==> src/rtl/bor_pkg.sv <==
package bor_pkg;
  typedef enum logic [1:0] {
    ST_IDLE  = 2'd0,
    ST_HOLD  = 2'd1,
    ST_DELAY = 2'd2
  } bor_state_t;
endpackage

==> src/rtl/bor_sync.sv <==
module bor_sync #(
  parameter int STAGES = 2
) (
  input  logic clk,
  input  logic rst,
  input  logic d,
  output logic q
);
  logic [STAGES-1:0] chain;

  always_ff @(posedge clk) begin
    if (rst) chain <= '0;
    else     chain <= {chain[STAGES-2:0], d};
  end

  assign q = chain[STAGES-1];
endmodule

==> src/rtl/bor_qualifier.sv <==
module bor_qualifier #(
  parameter int QUAL_TICKS = 5000
) (
  input  logic clk,
  input  logic rst,
  input  logic en,
  input  logic uv_s,
  output logic qual
);
  localparam int CW = $clog2(QUAL_TICKS + 1);
  localparam logic [CW-1:0] QMAX = CW'(QUAL_TICKS);

  logic [CW-1:0] run_cnt;

  always_ff @(posedge clk) begin
    if (rst || !en || !uv_s) run_cnt <= '0;
    else if (run_cnt != QMAX) run_cnt <= run_cnt + 1'b1;
  end

  assign qual = (run_cnt == QMAX);

  // a low sample always restarts the run count
  a_r3_count_clears: assert property (@(posedge clk) disable iff (rst)
    !uv_s |=> (run_cnt == '0));

  a_r3_no_overflow: assert property (@(posedge clk) disable iff (rst)
    run_cnt <= QMAX);
endmodule

==> src/rtl/bor_sequencer.sv <==
module bor_sequencer
  import bor_pkg::*;
#(
  parameter int DELAY_TICKS = 3600000
) (
  input  logic clk,
  input  logic rst,
  input  logic en,
  input  logic uv_s,
  input  logic qual,
  output logic rst_out,
  output logic restart,
  output logic trip
);
  localparam int DW = (DELAY_TICKS > 1) ? $clog2(DELAY_TICKS) : 1;
  localparam logic [DW-1:0] DLAST = DW'(DELAY_TICKS - 1);

  bor_state_t state, nxt;
  logic [DW-1:0] dly_cnt;

  always_comb begin
    nxt = state;
    if (!en) begin
      nxt = ST_IDLE;
    end else begin
      case (state)
        ST_IDLE:  if (qual) nxt = ST_HOLD;
        ST_HOLD:  if (!uv_s) nxt = ST_DELAY;
        ST_DELAY: begin
          if (uv_s) nxt = ST_HOLD;
          else if (dly_cnt == DLAST) nxt = ST_IDLE;
        end
        default:  nxt = ST_IDLE;
      endcase
    end
  end

  assign trip = (state == ST_IDLE) && (nxt == ST_HOLD);

  always_ff @(posedge clk) begin
    if (rst) begin
      state   <= ST_IDLE;
      dly_cnt <= '0;
      rst_out <= 1'b0;
      restart <= 1'b0;
    end else begin
      state   <= nxt;
      rst_out <= (nxt != ST_IDLE);
      restart <= (state == ST_HOLD) && (nxt == ST_DELAY);
      if (state != ST_DELAY || nxt != ST_DELAY) dly_cnt <= '0;
      else dly_cnt <= dly_cnt + 1'b1;
    end
  end

  // holding with the supply still low keeps reset asserted
  a_r4_hold_while_low: assert property (@(posedge clk) disable iff (rst)
    (en && state == ST_HOLD && uv_s) |=> rst_out);

  // disabled means reset released on the next edge
  a_r1_disabled_quiet: assert property (@(posedge clk) disable iff (rst)
    !en |=> (!rst_out && state == ST_IDLE));

  // restart never lasts two cycles
  a_r7_single_pulse: assert property (@(posedge clk) disable iff (rst)
    restart |=> !restart);

  // undervoltage during the delay goes back to holding
  a_r6_dip_rearms: assert property (@(posedge clk) disable iff (rst)
    (en && state == ST_DELAY && uv_s) |=> (state == ST_HOLD && rst_out));

  // the delay counter stays in range
  a_r5_delay_bound: assert property (@(posedge clk) disable iff (rst)
    dly_cnt <= DLAST);
endmodule

==> src/rtl/bor_ctrl.sv <==
module bor_ctrl #(
  parameter int QUAL_TICKS  = 5000,
  parameter int DELAY_TICKS = 3600000,
  parameter int SYNC_STAGES = 2
) (
  input  logic clk,
  input  logic rst,
  input  logic bor_en,
  input  logic uv_in,
  input  logic flag_clr,
  output logic bor_rst,
  output logic pwrt_restart,
  output logic bor_flag
);
  logic uv_s;
  logic qual;
  logic trip;

  bor_sync #(.STAGES(SYNC_STAGES)) u_sync (
    .clk(clk), .rst(rst), .d(uv_in), .q(uv_s)
  );

  bor_qualifier #(.QUAL_TICKS(QUAL_TICKS)) u_qual (
    .clk(clk), .rst(rst), .en(bor_en), .uv_s(uv_s), .qual(qual)
  );

  bor_sequencer #(.DELAY_TICKS(DELAY_TICKS)) u_seq (
    .clk(clk), .rst(rst), .en(bor_en), .uv_s(uv_s), .qual(qual),
    .rst_out(bor_rst), .restart(pwrt_restart), .trip(trip)
  );

  always_ff @(posedge clk) begin
    if (rst)           bor_flag <= 1'b0;
    else if (trip)     bor_flag <= 1'b1;
    else if (flag_clr) bor_flag <= 1'b0;
  end

  // the status bit is set whenever reset rises
  a_r8_flag_on_trip: assert property (@(posedge clk) disable iff (rst)
    $rose(bor_rst) |-> bor_flag);

  // without a clear the status bit is sticky
  a_r8_flag_sticky: assert property (@(posedge clk) disable iff (rst)
    (bor_flag && !flag_clr) |=> bor_flag);
endmodule

==> config.mk <==
export PLATFORM = sky130hd
export DESIGN_NAME = bor_ctrl
export DESIGN_NICKNAME = d
export VERILOG_FILES = /design/src/rtl/bor_pkg.sv /design/src/rtl/bor_sync.sv /design/src/rtl/bor_qualifier.sv /design/src/rtl/bor_sequencer.sv /design/src/rtl/bor_ctrl.sv
export SDC_FILE = /design/constraint.sdc
export NUM_CORES = 1
export LEC_CHECK = 0
export BUFFER_PORTS_ARGS = -buffer_cell sky130_fd_sc_hd__buf_4
export CAP_MARGIN = 20
export CORE_MARGIN = 2
export CORE_UTILIZATION = 30
export CTS_CLUSTER_DIAMETER = 100
export DETAILED_ROUTE_END_ITERATION = 8
export GPL_TIMING_DRIVEN = 0
export PLACE_DENSITY = 0.47
export SLEW_MARGIN = 10
export SYNTH_ARGS = -nofsm -noshare
export SYNTH_HDL_FRONTEND = slang
export SYNTH_SLANG_ARGS = --single-unit
==> constraint.sdc <==
create_clock -name clk -period 2.5 [get_ports clk]
set_input_delay 0.125 -clock clk [delete_from_list [all_inputs] [get_ports clk]]
set_output_delay 0.125 -clock clk [all_outputs]
set_load 0.05 [all_outputs]
==> impl_metrics.csv <==
group,metric,value,unit
setup_path,endpoint_kind,"flop",
logic_synthesis,ys_seq_area_share,45.10,%
logic_synthesis,async_flop_share,0,%
power,power.density,608.4,nW/um2
floorplan,fp.dieW,82.83,um
clock_network,cts_max_level,2,
routing,ant_nets,0,
clock_network,clkTransAtPathRegs,90,ps
placement,place.gp.congestion,0.7373,
placement,dp.cells,297,
sta,worst_slew_pin_slew,930.5,ps
setup_path,r2r.worst_path.cells,5,
grt,grt-ovfl-total,0,
setup_path,path_cells,"or4b_1, or4_1, clkbuf_2, or4b_1, a21oi_1",
floorplan,start_util,31.30,%
logic_synthesis,yosysTopAreaCellShare,45.10,%
clock_network,root_buffer,"clkbuf_8",
grt,grt-busiest-layer,"met2",
placement,port_buffers,7,
logic_synthesis,syn_area,1864,um2
grt,grt_use_met3,2.684,%
sta,fin_setup_tns,0,ps
layout,fin_util,36.74,%
layout,antennaDiodeCount,0,
clock_network,clockBufferDepth,2,
setup_path,cpMaxStageDelayCell,"or4b_1",
layout,num-fill-cells,631,
sta,period_minus_slack,2228,ps
setup_path,ff2ff_setup_slack,270,ps
routing,dr.pass1.iters,4,
routing,drtIter0Drc,46,
min_path,worstHoldPathType,"in2reg",
power,p_leak,0.6616,nW
logic_synthesis,synth.most_common_cell,"dfxtp_1",
grt,met2_usage,17.60,%
outcome,status,"completed",
routing,wirelength,3685,um
grt,grtUsageTotal,11.29,%
logic_synthesis,yosys-top-cells-area,"dfxtp_1 45%, xnor2_1 9.4%, nor2_1 7.4%, nor3_1 3.2%, nand3_1 3.0%",
power,total_power,0.001331,W
grt,grt_pass1_wl,6499,um
logic_synthesis,postSynthAreaPerCell,8.712,um2
sta,hold_violations,0,
grt,grt_pass1_vias,1417,
routing,viasPerCell,4.753,
logic_synthesis,netlist_instances,214,
sta,fmax,448.8,MHz
sta,rsz0062_at_grt,"no",
min_path,hp-start,"uv_in",
setup_path,timing.rr.start,"u_qual.run_cnt[6]",
setup_path,crit_path_max_incr_delay,530,ps
sta,period_share,89.13,%
sta,maxSlewViolCount,0,
logic_synthesis,synth_top_cell_by_area,"dfxtp_1",
logic_synthesis,yosys-top-cells-count,"42 x dfxtp_1, 37 x nor2_1, 20 x xnor2_1",
min_path,hold_depth,2,
setup_path,criticalPathCategory,"reg2reg",
setup_path,path_delay_family,"simple AND/OR/NAND/NOR gates",
sta,skew,7.822,ps
logic_synthesis,synth-main-ff-cell,"dfxtp_1",
logic_synthesis,ys_ff_latch,42,
setup_path,cp_max_fo,5,
layout,layout.nets,240,
layout,instances_no_fill,308,
grt,grt_max_degree,15,
power,ir_drop,0.2202,mV
setup_path,reg2reg_to,"bor_flag",
flow_run,max-cap-violations,0,
clock_network,cts_tree,"done",
setup_path,required,2740,ps
layout,areaGrowthSynthToFinish,17.38,%
floorplan,die_h,82.83,um
floorplan,die_area,6861,um2
sta,worst_hold_slack,32.79,ps
clock_network,cts_buffers,5,
routing,num_vias,1464,
floorplan,coreArea,5956,um2
placement,post-dp-hpwl,2581,um
clock_network,clk_latency,300,ps
logic_synthesis,yosysWarnings,0,
setup_path,cp_num_buf_inv,1,
sta,slew_headroom,37.39,%
routing,drc,0,
grt,antenna_found_initial,0,
setup_path,crit_arrival,2470,ps
floorplan,io_pins,8,
logic_synthesis,synth_nets,222,
layout,drive_above_1_share,9.871,%
logic_synthesis,synth.distinct_cells,34,
setup_path,start_kind,"flop",
logic_synthesis,synth_edf_count,0,
clock_network,clock_sinks,42,
floorplan,num_rows,28,
setup_path,crit_top_cell,"or4b_1",
sta,setup_viol,0,
grt,grt_util_met1,15.07,%
min_path,min_to,"u_sync.chain[0]",
routing,routedWlPerCell,11.96,um
## flip-flops by register name, indices dropped and copies added (netlist names)
name,cells
u_qual.run_cnt,13
u_seq.state,2
u_seq.restart,1
u_seq.dly_cnt,22
u_seq.rst_out,1
bor_flag,1
u_sync.chain,2
## cell type report
type | count | area (um2) | area share (%)
Buffer | 4 | 17.52 | 0.8005
Tap cell | 75 | 93.84 | 4.288
Sequential cell | 42 | 840.8 | 38.42
Multi-Input combinational cell | 159 | 977.2 | 44.65
Inverter | 9 | 33.78 | 1.544
Clock inverter | 3 | 68.82 | 3.145
Timing Repair Buffer | 11 | 87.58 | 4.002
Clock buffer | 5 | 68.82 | 3.145
## timing repair
action	in CTS	in global routing
buffers inserted	0	2
setup endpoints to repair	10	10
pin swaps	0	0
hold buffers	1	0
resized for setup	2	0
hold endpoints to repair	3	0
## layer usage
layer / share of wire (%) / vias up
li1: - / 787
met3: 2.6 / 6
met2: 43 / 12
met1: 52 / 659
met4: 1.9 / 0
met5: 0 / -
## layout by cell type, fill, tap and decap left out, drive strengths merged, types with 2 or more instances in the layout
master and n:
and4 2, nand2b 6, inv 9, or4b 2, xnor2 20, nor3 12, bufinv 2, or3 4
o21ai 3, dfxtp 42, nor4 7, and3 5, nand3 11, o221ai 3, nand4 8, a211oi 2
nor2b 2, xor2 4, nand3b 2, mux2i 3, a21oi 6, nor2 37, clkbuf 9, ha 3
nand2 9, nor4b 2, buf 9
## power by group
group | switching, W | total, W | internal [W]
sequential | 0.00000164 | 0.000672 | 0.000670
combinational | 0.00000496 | 0.0000125 | 0.00000757
clock | 0.000247 | 0.000647 | 0.000400
total | 0.000254 | 0.00133 | 0.00108
## through the flow
stage / setup WS (ps) / instance area, um2
CTS: 108.6 / 2173
detailed placement: -159.6 / 2021
finish: 271.6 / 2188
floorplan: 375.0 / 1864
global route: 106.1 / 2188
global placement: -160.8 / 2011
## logic make-up (layout without fill, tap and decap cells)
| kind of cell | after synthesis | count (layout) | synth area share [%] |
|---|---|---|---|
| compound gates | 16 | 16 | 5.570 |
| xor+xnor | 24 | 24 | 11.28 |
| fa+ha+maj | 3 | 3 | 2.014 |
| buf+inv | 13 | 32 | 2.684 |
| flops | 42 | 42 | 45.10 |
| mux | 3 | 3 | 1.611 |
| simple gates | 113 | 113 | 31.75 |
## how the worst max path moves through the flow
| stage | start | end | slack (ps) | depth (start not counted) |
|---|---|---|---|---|
| global route | u_seq.dly_cnt[0] | u_seq.dly_cnt[20] | 110 | 6 |
| floorplan | u_qual.run_cnt[6] | bor_flag | 380 | 5 |
| detailed placement | u_seq.dly_cnt[0] | u_seq.dly_cnt[13] | -160 | 7 |
| global placement | u_seq.dly_cnt[0] | u_seq.dly_cnt[8] | -160 | 7 |
| finish | u_qual.run_cnt[6] | bor_flag | 270 | 5 |
| CTS | u_seq.dly_cnt[0] | u_seq.dly_cnt[13] | 110 | 7 |
Note: power is estimated with default switching activity, not from simulation.
